### config.mk
export PLATFORM = sky130hd
export DESIGN_NAME = i2c_unstick
export DESIGN_NICKNAME = d
export VERILOG_FILES = /design/src/rtl/unstick_pkg.sv /design/src/rtl/unstick_sync.sv /design/src/rtl/unstick_timer.sv /design/src/rtl/unstick_ctrl.sv /design/src/rtl/i2c_unstick.sv
export SDC_FILE = /design/constraint.sdc
export NUM_CORES = 1
export LEC_CHECK = 0
export BUFFER_PORTS_ARGS = -buffer_cell sky130_fd_sc_hd__buf_2
export CAP_MARGIN = 10
export CORE_UTILIZATION = 53
export CTS_CLUSTER_SIZE = 10
export DETAILED_ROUTE_END_ITERATION = 10
export GPL_TIMING_DRIVEN = 0
export PLACE_DENSITY = 0.86
export SETUP_SLACK_MARGIN = 0.15
export SLEW_MARGIN = 20
export SYNTH_ARGS = -nofsm -noshare
export SYNTH_HDL_FRONTEND = slang
export SYNTH_SLANG_ARGS = --single-unit
### constraint.sdc
create_clock -name clk -period 2.6 [get_ports clk]
set_clock_uncertainty 0.1 [all_clocks]
set_input_delay 0.52 -clock clk [delete_from_list [all_inputs] [get_ports clk]]
set_output_delay 0.52 -clock clk [all_outputs]
set_load 0.005 [all_outputs]
### src/rtl/unstick_pkg.sv
package unstick_pkg;

  typedef enum logic [3:0] {
    ST_IDLE,
    ST_PREP,     // SDA released, waiting for the synchronizer
    ST_PROBE,    // decide stuck or free
    ST_SETTLE,   // SCL released, long settle
    ST_PHI,      // pulse: SCL released
    ST_PLO,      // pulse: SCL low
    ST_NAKLEAD,  // SDA released ahead of the NAK clock
    ST_NAKHI,
    ST_NAKLO,
    ST_STPA,     // SDA low, SCL low
    ST_STPB,     // SDA low, SCL released
    ST_STPC,     // SDA released while SCL released: STOP
    ST_RECHK,
    ST_NEXT,
    ST_DONE
  } ust_state_e;

  localparam int SYNC_WAIT = 4;

  function automatic logic scl_drive(input ust_state_e s);
    return (s == ST_PLO) || (s == ST_NAKLEAD) || (s == ST_NAKLO) || (s == ST_STPA);
  endfunction

  function automatic logic sda_drive(input ust_state_e s);
    return (s == ST_STPA) || (s == ST_STPB);
  endfunction

  function automatic logic pins_taken(input ust_state_e s);
    return (s != ST_IDLE) && (s != ST_NEXT) && (s != ST_DONE);
  endfunction

endpackage

### src/rtl/unstick_sync.sv
module unstick_sync #(
  parameter int W = 1
) (
  input  logic         clk,
  input  logic         rst,
  input  logic [W-1:0] d,
  output logic [W-1:0] q
);
  logic [W-1:0] meta;

  always_ff @(posedge clk) begin
    if (rst) begin
      meta <= '1;
      q    <= '1;
    end else begin
      meta <= d;
      q    <= meta;
    end
  end
endmodule

### src/rtl/unstick_timer.sv
module unstick_timer #(
  parameter int CW = 8
) (
  input  logic          clk,
  input  logic          rst,
  input  logic          ld,
  input  logic [CW-1:0] val,
  output logic          zero
);
  logic [CW-1:0] cnt;

  always_ff @(posedge clk) begin
    if (rst)            cnt <= '0;
    else if (ld)        cnt <= val;
    else if (cnt != '0) cnt <= cnt - 1'b1;
  end

  assign zero = (cnt == '0);
endmodule

### src/rtl/unstick_ctrl.sv
module unstick_ctrl
  import unstick_pkg::*;
#(
  parameter int NUM_BUS = 3,
  parameter int PULSES  = 9,
  parameter int SETTLE  = 1000,
  parameter int HALF    = 5,
  parameter int LEAD    = 1,
  parameter int CW      = 10,
  parameter int BW      = 2
) (
  input  logic               clk,
  input  logic               rst,
  input  logic               start,
  input  logic [NUM_BUS-1:0] sda_s,
  input  logic [NUM_BUS-1:0] scl_s,
  input  logic               tzero,
  output logic               tld,
  output logic [CW-1:0]      tval,
  output ust_state_e         state_d,
  output logic [BW-1:0]      bus_d,
  output logic [NUM_BUS-1:0] mask_q
);
  localparam int PW = $clog2(PULSES + 1);
  localparam logic [BW-1:0] LAST = BW'(NUM_BUS - 1);

  ust_state_e         state_q;
  logic [BW-1:0]      bus_q;
  logic [PW-1:0]      pcnt_q, pcnt_d;
  logic [NUM_BUS-1:0] mask_d;
  logic               bus_free;

  assign bus_free = sda_s[bus_q] && scl_s[bus_q];

  always_comb begin
    state_d = state_q;
    bus_d   = bus_q;
    pcnt_d  = pcnt_q;
    mask_d  = mask_q;
    unique case (state_q)
      ST_IDLE:    if (start) begin
                    state_d = ST_PREP;
                    bus_d   = '0;
                    mask_d  = '0;
                  end
      ST_PREP:    if (tzero) state_d = ST_PROBE;
      ST_PROBE:   state_d = sda_s[bus_q] ? ST_NEXT : ST_SETTLE;
      ST_SETTLE:  if (tzero) begin
                    state_d = ST_PHI;
                    pcnt_d  = '0;
                  end
      ST_PHI:     if (tzero) state_d = ST_PLO;
      ST_PLO:     if (tzero) begin
                    if (pcnt_q == PW'(PULSES - 1)) state_d = ST_NAKLEAD;
                    else begin
                      pcnt_d  = pcnt_q + 1'b1;
                      state_d = ST_PHI;
                    end
                  end
      ST_NAKLEAD: if (tzero) state_d = ST_NAKHI;
      ST_NAKHI:   if (tzero) state_d = ST_NAKLO;
      ST_NAKLO:   if (tzero) state_d = ST_STPA;
      ST_STPA:    if (tzero) state_d = ST_STPB;
      ST_STPB:    if (tzero) state_d = ST_STPC;
      ST_STPC:    if (tzero) state_d = ST_RECHK;
      ST_RECHK:   if (tzero) begin
                    if (!bus_free) mask_d[bus_q] = 1'b1;
                    state_d = ST_NEXT;
                  end
      ST_NEXT:    if (bus_q == LAST) state_d = ST_DONE;
                  else begin
                    bus_d   = bus_q + 1'b1;
                    state_d = ST_PREP;
                  end
      ST_DONE:    state_d = ST_IDLE;
      default:    state_d = ST_IDLE;
    endcase
  end

  // one shared down-counter: reload on every state change
  always_comb begin
    tld = (state_d != state_q);
    unique case (state_d)
      ST_PREP, ST_RECHK:         tval = CW'(SYNC_WAIT - 1);
      ST_SETTLE:                 tval = CW'(SETTLE - 1);
      ST_NAKLEAD:                tval = CW'(LEAD - 1);
      ST_PHI, ST_PLO, ST_NAKHI, ST_NAKLO,
      ST_STPA, ST_STPB, ST_STPC: tval = CW'(HALF - 1);
      default:                   tval = '0;
    endcase
  end

  always_ff @(posedge clk) begin
    if (rst) begin
      state_q <= ST_IDLE;
      bus_q   <= '0;
      pcnt_q  <= '0;
      mask_q  <= '0;
    end else begin
      state_q <= state_d;
      bus_q   <= bus_d;
      pcnt_q  <= pcnt_d;
      mask_q  <= mask_d;
    end
  end
endmodule

### src/rtl/i2c_unstick.sv
module i2c_unstick
  import unstick_pkg::*;
#(
  parameter int NUM_BUS = 3,
  parameter int CLK_HZ  = 100_000_000,
  parameter int PULSES  = 9
) (
  input  logic               clk,
  input  logic               rst,
  input  logic               start,
  output logic               busy,
  output logic               done,
  output logic [NUM_BUS-1:0] fail_mask,
  output logic [NUM_BUS-1:0] scl_oe,
  output logic [NUM_BUS-1:0] sda_oe,
  input  logic [NUM_BUS-1:0] scl_in,
  input  logic [NUM_BUS-1:0] sda_in,
  output logic [NUM_BUS-1:0] ctl_own
);
  localparam int SETTLE = (CLK_HZ / 100 > 1) ? CLK_HZ / 100 : 1;
  localparam int HALF   = (CLK_HZ / 200_000 > 1) ? CLK_HZ / 200_000 : 1;
  localparam int LEAD   = (CLK_HZ / 1_000_000 > 1) ? CLK_HZ / 1_000_000 : 1;
  localparam int CW     = $clog2(SETTLE + 1);
  localparam int BW     = (NUM_BUS > 1) ? $clog2(NUM_BUS) : 1;

  logic [NUM_BUS-1:0] sda_s, scl_s;
  logic               tld, tzero;
  logic [CW-1:0]      tval;
  ust_state_e         state_d;
  logic [BW-1:0]      bus_d;

  unstick_sync #(.W(NUM_BUS)) u_sync_sda (.clk(clk), .rst(rst), .d(sda_in), .q(sda_s));
  unstick_sync #(.W(NUM_BUS)) u_sync_scl (.clk(clk), .rst(rst), .d(scl_in), .q(scl_s));

  unstick_timer #(.CW(CW)) u_timer (
    .clk(clk), .rst(rst), .ld(tld), .val(tval), .zero(tzero)
  );

  unstick_ctrl #(
    .NUM_BUS(NUM_BUS), .PULSES(PULSES), .SETTLE(SETTLE), .HALF(HALF),
    .LEAD(LEAD), .CW(CW), .BW(BW)
  ) u_ctrl (
    .clk(clk), .rst(rst), .start(start), .sda_s(sda_s), .scl_s(scl_s),
    .tzero(tzero), .tld(tld), .tval(tval), .state_d(state_d),
    .bus_d(bus_d), .mask_q(fail_mask)
  );

  always_ff @(posedge clk) begin
    if (rst) begin
      busy <= 1'b0;
      done <= 1'b0;
    end else begin
      busy <= (state_d != ST_IDLE) && (state_d != ST_DONE);
      done <= (state_d == ST_DONE);
    end
  end

  for (genvar b = 0; b < NUM_BUS; b++) begin : g_bus
    logic sel;
    assign sel = (bus_d == BW'(b));
    always_ff @(posedge clk) begin
      if (rst) begin
        scl_oe[b]  <= 1'b0;
        sda_oe[b]  <= 1'b0;
        ctl_own[b] <= 1'b1;
      end else begin
        scl_oe[b]  <= sel && scl_drive(state_d);
        sda_oe[b]  <= sel && sda_drive(state_d);
        ctl_own[b] <= !(sel && pins_taken(state_d));
      end
    end
  end
endmodule

Word-level counts from Yosys, hierarchy flattened
Memory sizes are Yosys's and may differ from the RTL's. Index checks and enable logic that the tools add are counted.

$add $sub $neg: 3. Order comparisons: 2. Eq/ne operators: 32. Multiplexer cells: 35. Bitwise gates (word level): 1. Reductions and logical operators: 31.

Operator list (number): $mux W4 (17); $pmux W4 S14 (1); $eq A4 B4 Y1 const B (11); $mux W20 (2); $eq A4 B3 Y1 const B (6); $logic_not A20 Y1 (1); $reduce_bool A20 Y1 (1); $sub A20 B1 Y20 const B (1); $logic_and A1 B1 Y1 (14); $ne A2 B2 Y1 const B (6); $mux W3 (3); $eq A4 B2 Y1 const B (2); $ne A4 B4 Y1 const B (2); $pmux W4 S2 (1); $reduce_and A4 Y1 (2); $mux W2 (3); $pmux W3 S2 (1); $reduce_bool A2 Y1 (3); $add A4 B1 Y4 const B (1); $bmux W1 S2 (2); $eq A2 B2 Y1 const B (2); $eq A4 B1 Y1 const B (1); $logic_not A4 Y1 (1); $logic_or A1 B1 Y1 (4); other kinds (12) (16).

Bits in registers: 56. Memory bits (read-only): 240. Input port bits: 9. Output and inout port bits: 14. Logic and storage cells: 125. Memories kept: 1.

Memories: (no name shown) (depth 16, width 15, rd ports 1, clocked after memory_dff 0, wr ports 0, RTL line unstick_ctrl.sv:83) `unique case (state_d)`.

Depth between registers and ports, before layout
Gate-level depths: netlist of the first run.

Word-level depth: 9. Gate-level depth with buffers: 10. Depth with buffers taken out: 10.

By module
A second synthesis of the first run with hierarchy kept.

Cells, all modules: 320. Area total of the unflattened synthesis: 2867.8 µm².

Modules (own cells, without submodules): unstick_ctrl (times used 1, cells an instance 136, area each 1084.8 µm², seq. area each 260.2 µm²); unstick_timer (times used 1, cells an instance 122, area each 1081.0 µm², seq. area each 400.4 µm²); i2c_unstick (times used 1, cells an instance 38, area each 386.6 µm², seq. area each 220.2 µm²); unstick_sync (times used 2, cells an instance 12, area each 157.7 µm², seq. area each 120.1 µm²).

Least setup slack after synthesis of the first run
No wires, ideal clock.

Path type: reg2reg. Start: reg u_timer.cnt[0]. End: reg busy. Setup time: 70 ps. Arrival time: 2594 ps. Setup slack: -164 ps. Stages on the path, launching flop included: 10. Path buffers: 0. Clock period less this slack: 2764 ps. Cells stage by stage: dfxtp_1 -> inv_1 -> ha_1 -> or3b_2 -> nor2b_1 -> nand2_2 -> o311a_1 -> ha_1 -> mux2_1 -> a21oi_1.

Longest elaborated chain between the ends: 5. Elaborated cells between the ends (all ways): 16. Those cells by class: eq/ne (1); mux (12); reduce/logical (3).

RTL lines: start: declaration (RTL line unstick_timer.sv:10) `logic [CW-1:0] cnt;`; start signal: assignment (RTL line unstick_timer.sv:14) `else if (ld) cnt <= val;`; start signal: assignment (RTL line unstick_timer.sv:15) `else if (cnt != '0) cnt <= cnt - 1'b1;`; $logic_not A20 Y1 (*) (RTL line unstick_timer.sv:18) `assign zero = (cnt == '0);`; $mux W4, or another cell as far along (RTL line unstick_ctrl.sv:66) `ST_RECHK: if (tzero) begin`; $pmux W4 S14 (*) (RTL line unstick_ctrl.sv:40) `unique case (state_q)`; $ne A4 B4 Y1 or $reduce_bool A4 Y1 (tied branches) (RTL line i2c_unstick.sv:53) `busy <= (state_d != ST_IDLE) && (state_d != ST_DONE);`; $logic_and A1 B1 Y1 (*) (RTL line i2c_unstick.sv:53); end signal: assignment (RTL line i2c_unstick.sv:53); end: declaration (RTL line i2c_unstick.sv:11) `output logic busy,`.

Every way passes the cells marked *; elsewhere a longest branch is shown, timed or not. A chain may end at the register's enable or synchronous reset.

Worst setup path in the final report of the first run
Start: reg u_timer.cnt[15]. End: reg ctl_own[2].

Longest elaborated chain between the ends: 8. Elaborated cells between the ends (all ways): 20. Those cells by class: eq/ne (2); mux (12); reduce/logical (6).

RTL lines: $logic_not A20 Y1 (*) (RTL line unstick_timer.sv:18); $mux W4, or another cell as far along (RTL line unstick_ctrl.sv:66); $pmux W4 S14 (*) (RTL line unstick_ctrl.sv:40); $ne A4 B4 Y1 or $reduce_bool A4 Y1 (tied branches) (RTL line unstick_pkg.sv:32) `return (s != ST_IDLE) && (s != ST_NEXT) && (s != ST_DONE);`; $logic_and A1 B1 Y1 (RTL line unstick_pkg.sv:32); $logic_and A1 B1 Y1 (*) (RTL line unstick_pkg.sv:32); $logic_and A1 B1 Y1 (*) (RTL line i2c_unstick.sv:69) `ctl_own[b] <= !(sel && pins_taken(state_d));`; $logic_not A1 Y1 (*) (RTL line i2c_unstick.sv:69); end signal: indexed assignment (RTL line i2c_unstick.sv:69); end: declaration (RTL line i2c_unstick.sv:18) `output logic [NUM_BUS-1:0] ctl_own`.

Marked as above.

==> results.txt, run 1 <==
Crit Reg-Reg Endpoint: ctl_own[2]
Initial antenna violation count: 0
Share of layout cells above drive strength 1: 35.2%
Commonest register cell after synthesis: dfxtp_1
Ant. Diodes: 0
Sequential Area: 0.00113 sq mm
TritonCTS buffer count: 5
Post-DP Area: 0.00301 sq mm
RePlAce Congestion: 0.909
Class of the worst hold path: input port to flip-flop
Drt initial violations: 218
Crit path required time: 2.71 ns
Cell Pwr Density: 1140 mW/mm^2
Status: finished, violations left
Unrepaired setup endpoints after global routing: true
Post-route setup slack: -0.110 ns
Fin nets: 387
Placed cells: 402
Number of global-route vias before repair: 2,552
Post-synth ARST share: 0%
Avg Synthesized Cell Area: 8.68 sq um
Reg2Reg Launch Point: u_timer.cnt[15]
Placeable Area: 0.00485 sq mm
Clock Latency Late Sink: 0.31 ns
Fin util: 73.5%
Total negative slack: -1.01 ns
Final Hold Violating Endpoints: 0
Longest Clk Path Bufs: 2
Register area share after synthesis: 41.1%
P_leak: 1.47 nW
Clock sink count: 56
Slew @ Worst Pin: 1.09 ns
Worst r2r path cells: 8
FMAX: 369 MHz
Num ports: 23
Failing checks: negative setup slack
Drc violations: 0
Distinct cells, synth: 62
Critical path peak fanout: 6
Total GRT Usage: 28.1%
Drt first pass iters: 5
First-pass GRT wire length: 11,700 um
Final non-filler cell area: 0.00356 sq mm
Grt total ovfl: 0
Tmin final: 2.71 ns
Total power: 0.00405 W
Synth warn: 0
CTS tree: yes
Slew Viols, Final: 0
Hold buffer count at CTS: 0
Htree depth: 2
Hold Path Origin: sda_in[2]
Largest net degree at the start of global routing: 18
MaxCap Viol Count: 0
Endpoints failing setup: 15
R2R setup slack: -0.11 ns
Full die area: 0.00543 sq mm
VDD IR max: 0.860 mV
Final ANT Viol Nets: 0
Root Driver: clkbuf_8
Synthesized flop and latch total: 56
Setup Crit Path Kind: flip-flop to flip-flop
Multi-input gate area: 0.00180 sq mm
Tcrit/Tclk final: 104%
Syn Nets: 333
CP Launch Type: flip-flop
Layout area overhead: 30.7%
Wire length per cell: 17.0 um
Die Y: 73.7 um
Hold endpoint: u_sync_sda.meta[2]
Via Count: 2,612
Rel. slew slack: 26.9%
Hold Path Stages: 2
IO Port Bufs: 21
EDFF count, synth: 0
Clock transition at the registers of the reported paths: 0.10 ns
Die extent in x: 73.7 um
Worst Path Arrival: 2.82 ns
CP endpoint kind: flip-flop
Hpwl dp: 4160 um
Cell Count, Final, Fillers Out: 436
Row cnt: 25
Synthesized instance count: 314
Fill cells: 323
Total Routed Length: 7410 um
DR vias/cell: 5.99
Synth Cell Area: 0.00273 sq mm
Starting density of the core: 56.2%
[where the power goes]
part	switching (W)	internal [W]	total (W)	leakage [nW]
clock	0.000283	0.000218	0.000501	0.0516
combinational	0.00126	0.00114	0.00239	0.958
sequential	0.000143	0.00102	0.00116	0.459
total	0.00168	0.00237	0.00405	1.47
[area by class of cell]
| type | instances | area share, % |
|---|---|---|
| buffer | 12 | 1.97 |
| clock buffer | 6 | 2.32 |
| clock inverter | 2 | 0.386 |
| inverter | 12 | 1.40 |
| multi-input combinational | 234 | 50.4 |
| sequential | 56 | 31.6 |
| tap | 67 | 2.35 |
| timing repair buffer | 47 | 9.52 |
[stage by stage]
stage	worst slack [ns]	hold slack [ns]
6_report	-0.110	0.285
5_1_grt	-0.222	0.280
4_1_cts	-0.0584	0.287
3_5_place_dp	-0.191	0.296
3_3_place_gp	-0.154	0.292
2_1_floorplan	0.103	0.289
[worst max-delay path by stage]
| stage | from | endpoint | slack, ns | cells past startpoint |
|---|---|---|---|---|
| 4_1_cts | u_timer.cnt[15] | u_timer.cnt[1] | -0.06 | 9 |
| 6_report | u_timer.cnt[15] | ctl_own[2] | -0.11 | 8 |
| 5_1_grt | u_timer.cnt[15] | scl_oe[0] | -0.22 | 9 |
| 3_3_place_gp | u_timer.cnt[0] | u_timer.cnt[0] | -0.15 | 10 |
| 3_5_place_dp | u_timer.cnt[0] | u_timer.cnt[0] | -0.19 | 10 |
| 2_1_floorplan | u_timer.cnt[15] | busy | 0.10 | 8 |
[layout by cell type (no fill, tap or decap), types with 3 or more instances in the layout]
cell,instances
a21oi_1,15
nor3_1,7
buf_6,7
buf_4,19
or2_2,12
a221o_1,3
a21oi_2,12
nand3_1,7
nor4_1,6
buf_2,21
inv_1,9
dfxtp_2,4
nand2b_1,4
nor2_2,3
or3_1,5
ha_1,8
o21ai_1,3
nand2_1,20
nor2_1,33
dfxtp_1,52
nor2b_1,4
clkbuf_8,7
xnor2_1,6
and3_1,4
clkbuf_1,9
mux2_4,3
xor2_1,9
o21ai_0,4
[layer usage]
layer,track usage [%],wire [um],up-vias
li1,-,-,1221
met1,32.9,2960,1234
met2,48.8,3740,120
met3,4.66,418,37
met4,15.2,299,0
met5,0,0,-
[worst max-delay path: stages, from the launching register on]
cell and delay, ns:
dfxtp_2 0.33, or4_4 0.54, nor4bb_2 0.29, buf_4 0.22, and2_4 0.17, a311o_1 0.27
a21oi_2 0.10, or2_1 0.28, a221o_1 0.30
[cell usage after synthesis, types with 2 or more instances]
cell type,n,share of area [%]
o311a_1,2,0.73
a21o_1,2,0.55
nand2b_1,5,1.1
nor2b_1,5,1.1
o21a_1,2,0.55
a211oi_1,3,0.83
o21ai_1,5,0.92
o21ai_0,4,0.73
or3_1,5,1.1
a31oi_1,4,0.92
or4_1,2,0.55
a21oi_1,27,5.0
o211ai_1,2,0.55
nor2_1,36,5.0
and2_1,2,0.46
inv_1,9,1.2
nor4_1,9,2.1
a221o_1,3,1.1
inv_2,3,0.41
nand2_1,21,2.9
nand4_1,2,0.46
dfxtp_1,56,41
ha_1,10,4.6
xnor2_1,7,2.2
a31o_2,2,0.64
nor3_2,2,0.73
and3_1,4,0.92
mux2i_1,3,1.1
clkbuf_1,10,1.4
or2_2,12,2.8
nand3_1,8,1.5
nor3_1,9,1.7
xor2_1,9,2.9
[registers in the layout (all words and copies together) (netlist names)]
name and flops:
u_ctrl.bus_q 2, u_ctrl.mask_q 3, done 1, busy 1
u_sync_scl.meta 3, scl_oe 3, u_sync_sda.q 3, u_ctrl.pcnt_q 4
u_sync_scl.q 3, u_ctrl.state_q 4, sda_oe 3, ctl_own 3
u_timer.cnt 20, u_sync_sda.meta 3
[logic make-up (layout without fill, tap and decap cells)]
family	count (synthesis)	in the layout	synth area share (%)
buf+inv	24	79	3.49
flops	56	56	41.1
xor+xnor	16	16	5.14
fa+ha+maj	10	10	4.59
compound gates	72	72	18.4
simple gates	130	130	24.7
mux	6	6	2.48
[what timing repair did]
action | CTS | global route
setup endpoints to repair | 36 | 40
hold endpoints to repair | 0 | 0
gates resized for setup | 33 | 23
setup buffers | 20 | 6
pin swaps | 20 | 15
(Power assumes the default switching activity.)
==> run 2: changes to the inputs <==
- REMOVE_ABC_BUFFERS: not set -> 1
==> run 2 against run 1 <==
Against the previous run: via count rose by 3.2%; clock power grew 32%; highest routed layer unchanged; total power up 11%; critical endpoint is now u_timer.cnt[8]; largest cell class unchanged; sequential cell count stayed put; the run still ends with negative setup slack left; critical path type unchanged.
==> results.txt, run 2 (synthesis gave the netlist of run 1 again) <==
Status: finished, violations left
Failing checks: negative setup slack
Drc violations: 0
Fin util: 73.4%
Hold buffer count at CTS: 0
Largest net degree at the start of global routing: 38
Drt first pass iters: 5
Post-route setup slack: -0.300 ns
Grt total ovfl: 0
Die Y: 73.7 um
Clock Latency Late Sink: 0.32 ns
VDD IR max: 0.529 mV
Number of global-route vias before repair: 2,468
Row cnt: 25
RePlAce Congestion: 0.847
Clock transition at the registers of the reported paths: 0.09 ns
Full die area: 0.00543 sq mm
Starting density of the core: 56.2%
Top reg by flops: u_timer.cnt
CTS tree: yes
Longest Clk Path Bufs: 2
Critical path peak fanout: 10
Slew @ Worst Pin: 1.14 ns
Wire length per cell: 18.2 um
TritonCTS buffer count: 5
DR vias/cell: 6.34
Num ports: 23
Total GRT Usage: 26.6%
Final Hold Violating Endpoints: 0
First-pass GRT wire length: 11,000 um
Clock sink count: 56
CP Launch Type: flip-flop
IO Port Bufs: 22
Via Count: 2,696
Initial antenna violation count: 0
CP endpoint kind: flip-flop
Placeable Area: 0.00485 sq mm
P_leak: 1.44 nW
Hpwl dp: 3710 um
Place WS: -1.06 ns
Tcrit/Tclk final: 112%
Largest regs: u_timer.cnt: 20 flops, u_ctrl.pcnt_q: 4 flops, u_ctrl.state_q: 4 flops
Root Driver: clkbuf_8
Fin nets: 377
Fill cells: 313
Slew Viols, Final: 0
Layout area overhead: 30.5%
Drt initial violations: 263
Die extent in x: 73.7 um
FMAX: 345 MHz
MaxCap Viol Count: 0
Final ANT Viol Nets: 0
Total Routed Length: 7740 um
Tmin final: 2.90 ns
Total power: 0.00452 W
Most frequent cells in the layout: dfxtp_1 (53), nor2_1 (33), buf_2 (22), nand2_1 (19), buf_4 (15)
Endpoints failing setup: 31
Cell Pwr Density: 1270 mW/mm^2
Rel. slew slack: 23.1%
Share of layout cells above drive strength 1: 35.8%
Crit path required time: 2.72 ns
Class of the worst hold path: input port to flip-flop
Commonest non-fill, non-tap cell in the layout: dfxtp_1
Setup Crit Path Kind: flip-flop to flip-flop
Max reg flops: 20
Worst Path Arrival: 3.02 ns
Unrepaired setup endpoints after global routing: true
Htree depth: 2
Ant. Diodes: 0
run 2: final timing paths:
kind	start	endpoint	slack [ns]	cells past startpoint
setup / recovery	u_timer.cnt[13]	u_timer.cnt[8]	-0.30	9
setup reg to reg	u_timer.cnt[13]	u_timer.cnt[8]	-0.30	9
hold / removal	sda_in[2]	u_sync_sda.meta[2]	0.28	2
hold reg to reg	u_sync_sda.meta[1]	u_sync_sda.q[1]	0.31	1
run 2: power by group:
part	switching, W	leakage [nW]	internal, W
Combinational	0.00138	0.920	0.00126
Sequential	0.000196	0.459	0.00101
Clock	0.000284	0.0642	0.000379
Total	0.00186	1.44	0.00265
run 2: cell type report:
cell class,instances,area [sq um],share of cell area (%)
tap,67,83.8,2.36
timing repair buffer,48,347,9.74
sequential,56,1120,31.6
clock buffer,5,68.8,1.93
inverter,12,50.0,1.41
clock inverter,2,60.1,1.69
multi-input combinational,235,1820,51.3
run 2: timing repair:
action,4_1_cts,5_1_grt
gates cloned,0,1
buffers inserted,21,5
resized for setup,35,38
endpoints found under the setup margin,42,35
pin swaps,15,17
run 2: metrics by stage:
stage / instances / TNS (ns) / area [sq um] / hold WS (ns)
floorplan: 302 / -15.45 / 2680 / 0.289
global placement: 391 / -35.67 / 2870 / 0.292
detailed placement: 391 / -33.23 / 2880 / 0.294
CTS: 419 / -0.848 / 3340 / 0.281
global route: 425 / -8.33 / 3560 / 0.277
finish: 425 / -6.09 / 3560 / 0.285
run 2: metal layers:
metal / vias to the layer above / share of wire [%] / global-route usage, %
met1: 1268 / 38 / 30.1
met2: 167 / 50 / 46.2
li1: 1210 / - / -
met3: 51 / 6.5 / 5.76
met5: - / 0 / 0
met4: 0 / 5.4 / 15.0
run 2: critical path, stage by stage (launching register included):
cell      delay [ns]
dfxtp_2         0.35
or4_4           0.55
nor4bb_4        0.41
buf_4           0.19
nand2_4         0.11
o311a_4         0.40
buf_6           0.14
nor2_2          0.20
a211oi_2        0.14
a211oi_1        0.21
==> run 3: changes to the inputs <==
--- a/config.mk
+++ b/config.mk
@@ -11,6 +11,5 @@
 export CTS_CLUSTER_SIZE = 10
 export DETAILED_ROUTE_END_ITERATION = 10
-export GPL_TIMING_DRIVEN = 0
-export PLACE_DENSITY = 0.86
+export PLACE_DENSITY = 0.8
 export REMOVE_ABC_BUFFERS = 1
 export SETUP_SLACK_MARGIN = 0.15
==> constraint.sdc (replaced) <==
create_clock -name clk -period 2.6 [get_ports clk]
set_clock_uncertainty 0.1 [all_clocks]
set_input_delay 0.52 -clock clk [delete_from_list [all_inputs] [get_ports clk]]
set_output_delay 0.52 -clock clk [all_outputs]
set_load 0.05 [all_outputs]
==> run 3 against run 2 <==
Against the previous run: the run still ends with negative setup slack left; die area did not move; sequential cell count did not move; global-route usage rose by 2.0 points; fmax rose by 5.9%; first-iteration DRC count fell by 11%; register-to-register slack improved by 0.16 ns; worst setup slack improved by 0.16 ns; design area rose by 9.4%; critical path type unchanged; largest cell class unchanged.
==> results.txt, run 3 (synthesis gave the netlist of run 1 again) <==
Post-route setup slack: -0.139 ns
Die extent in x: 73.7 um
Critical path peak fanout: 6
Largest regs: u_timer.cnt: 20 flops, u_ctrl.pcnt_q: 4 flops, u_ctrl.state_q: 4 flops
FMAX: 365 MHz
Crit path required time: 2.71 ns
Total negative slack: -1.13 ns
Share of layout cells above drive strength 1: 43.0%
Most frequent cells in the layout: dfxtp_1 (53), buf_4 (39), nor2_1 (29), buf_2 (22), nand2_1 (19)
First-pass GRT wire length: 11,900 um
Num ports: 23
Tcrit/Tclk final: 105%
Top reg by flops: u_timer.cnt
Die Y: 73.7 um
Slew Viols, Final: 0
Final ANT Viol Nets: 0
RePlAce Congestion: 0.887
Max incr delay on CP: 0.43 ns
VDD IR max: 0.531 mV
Via Count: 2,846
CTS tree: yes
Cell family with most CP delay: compound AO/OA/AOI/OAI gates
Grt total ovfl: 0
IO Port Bufs: 22
Htree depth: 2
Worst-path cell chain: nor4_1 -> nor4bb_4 -> buf_6 -> a21oi_4 -> a311oi_4 -> buf_4 -> o21ai_4 -> a211oi_4 -> a211oi_2
Final Hold Violating Endpoints: 0
Clock Latency Late Sink: 0.32 ns
Fin nets: 406
Endpoints failing setup: 20
Class of the worst hold path: input port to flip-flop
MaxCap Viol Count: 0
Commonest non-fill, non-tap cell in the layout: dfxtp_1
Drc violations: 0
Tmin final: 2.74 ns
Buf/Inv on CP: 2
Root Driver: clkbuf_8
Longest Clk Path Bufs: 2
Row cnt: 25
P_leak: 1.62 nW
Max reg flops: 20
Placed cells: 430
Placeable Area: 0.00485 sq mm
Clock sink count: 56
Largest net degree at the start of global routing: 21
Starting density of the core: 56.2%
Layout area overhead: 42.7%
Total GRT Usage: 28.6%
Initial antenna violation count: 0
CP endpoint kind: flip-flop
Ant. Diodes: 0
Worst Path Arrival: 2.85 ns
Fill cells: 261
CP Launch Type: flip-flop
TritonCTS buffer count: 5
Status: finished, violations left
Total Routed Length: 8520 um
DR vias/cell: 6.25
Setup Crit Path Kind: flip-flop to flip-flop
Wire length per cell: 18.7 um
Failing checks: negative setup slack
Drt first pass iters: 5
Hpwl dp: 4400 um
Full die area: 0.00543 sq mm
Critical path's slowest cell: nor4_1
Slew @ Worst Pin: 0.515 ns
Rel. slew slack: 65.4%
Clock transition at the registers of the reported paths: 0.10 ns
Number of global-route vias before repair: 2,582
Hold buffer count at CTS: 0
Cell Count, Final, Fillers Out: 455
Drt initial violations: 233
Cell Pwr Density: 1240 mW/mm^2
Unrepaired setup endpoints after global routing: true
[run 3: cell count changes in the layout (fill, tap and decap cells not counted), moves of 3 or more]
cell	delta
a21oi_2	-3
nor2_4	+4
ha_4	+3
buf_6	+4
nor2_1	-4
buf_4	+24
[run 3: where the power goes]
group / internal, W / total (W) / switching, W
registers: 0.00101 / 0.00116 / 0.000145
clock network: 0.000290 / 0.000582 / 0.000291
logic: 0.00151 / 0.00307 / 0.00157
[run 3: layout make-up]
cell class,instances,area [sq um],share of cell area [%]
inverters,12,55.1,1.41
repair buffers,78,607,15.6
well taps,67,83.8,2.15
multi-input cells,234,1900,48.9
flip-flops and latches,56,1120,28.9
clock buffers,5,68.8,1.77
clock inverters,3,47.5,1.22
[run 3: worst register-to-register path: cells and delay by family, from the launching register on]
family	cells	cell delay [ns]
compound gates	5	0.96
buf+inv	2	0.38
flops	1	0.37
simple gates	2	0.81
[run 3: path summary, 6_finish.rpt]
check / from / endpoint / slack, ns / cells past startpoint
worst max-delay path: u_timer.cnt[9] / u_timer.cnt[7] / -0.14 / 9
worst min-delay path: scl_in[2] / u_sync_scl.meta[2] / 0.28 / 2
worst max register to register: u_timer.cnt[9] / u_timer.cnt[7] / -0.14 / 9
worst min register to register: u_sync_scl.meta[1] / u_sync_scl.q[1] / 0.32 / 1
[run 3: per-layer routing]
| metal | vias up | wire length, um | track usage (%) |
|---|---|---|---|
| met2 | 186 | 4290 | 49.5 |
| met1 | 1337 | 3260 | 33.5 |
| met3 | 55 | 566 | 6.17 |
| li1 | 1268 | - | - |
| met5 | - | 0 | 0 |
| met4 | 0 | 407 | 13.7 |
[run 3: through the flow]
step	hold WS [ns]	area [sq um]	total power (W)	worst slack, ns	util [%]
after CTS	0.274	3630	0.00412	-0.00387	74.9
after detailed placement	0.297	3160	0.00303	-0.0741	65.2
after global placement	0.291	3160	0.00298	-0.00792	65.2
final	0.277	3890	0.00481	-0.139	80.3
after global routing	0.264	3890	0.00501	-0.258	80.3
after floorplan	0.289	2680	0.00235	-0.627	-
[run 3: repair_timing]
item,in CTS,in global routing
buffers inserted,10,7
pin swaps,22,14
resized for setup,59,41
setup endpoints to repair,33,33
cloned,0,0
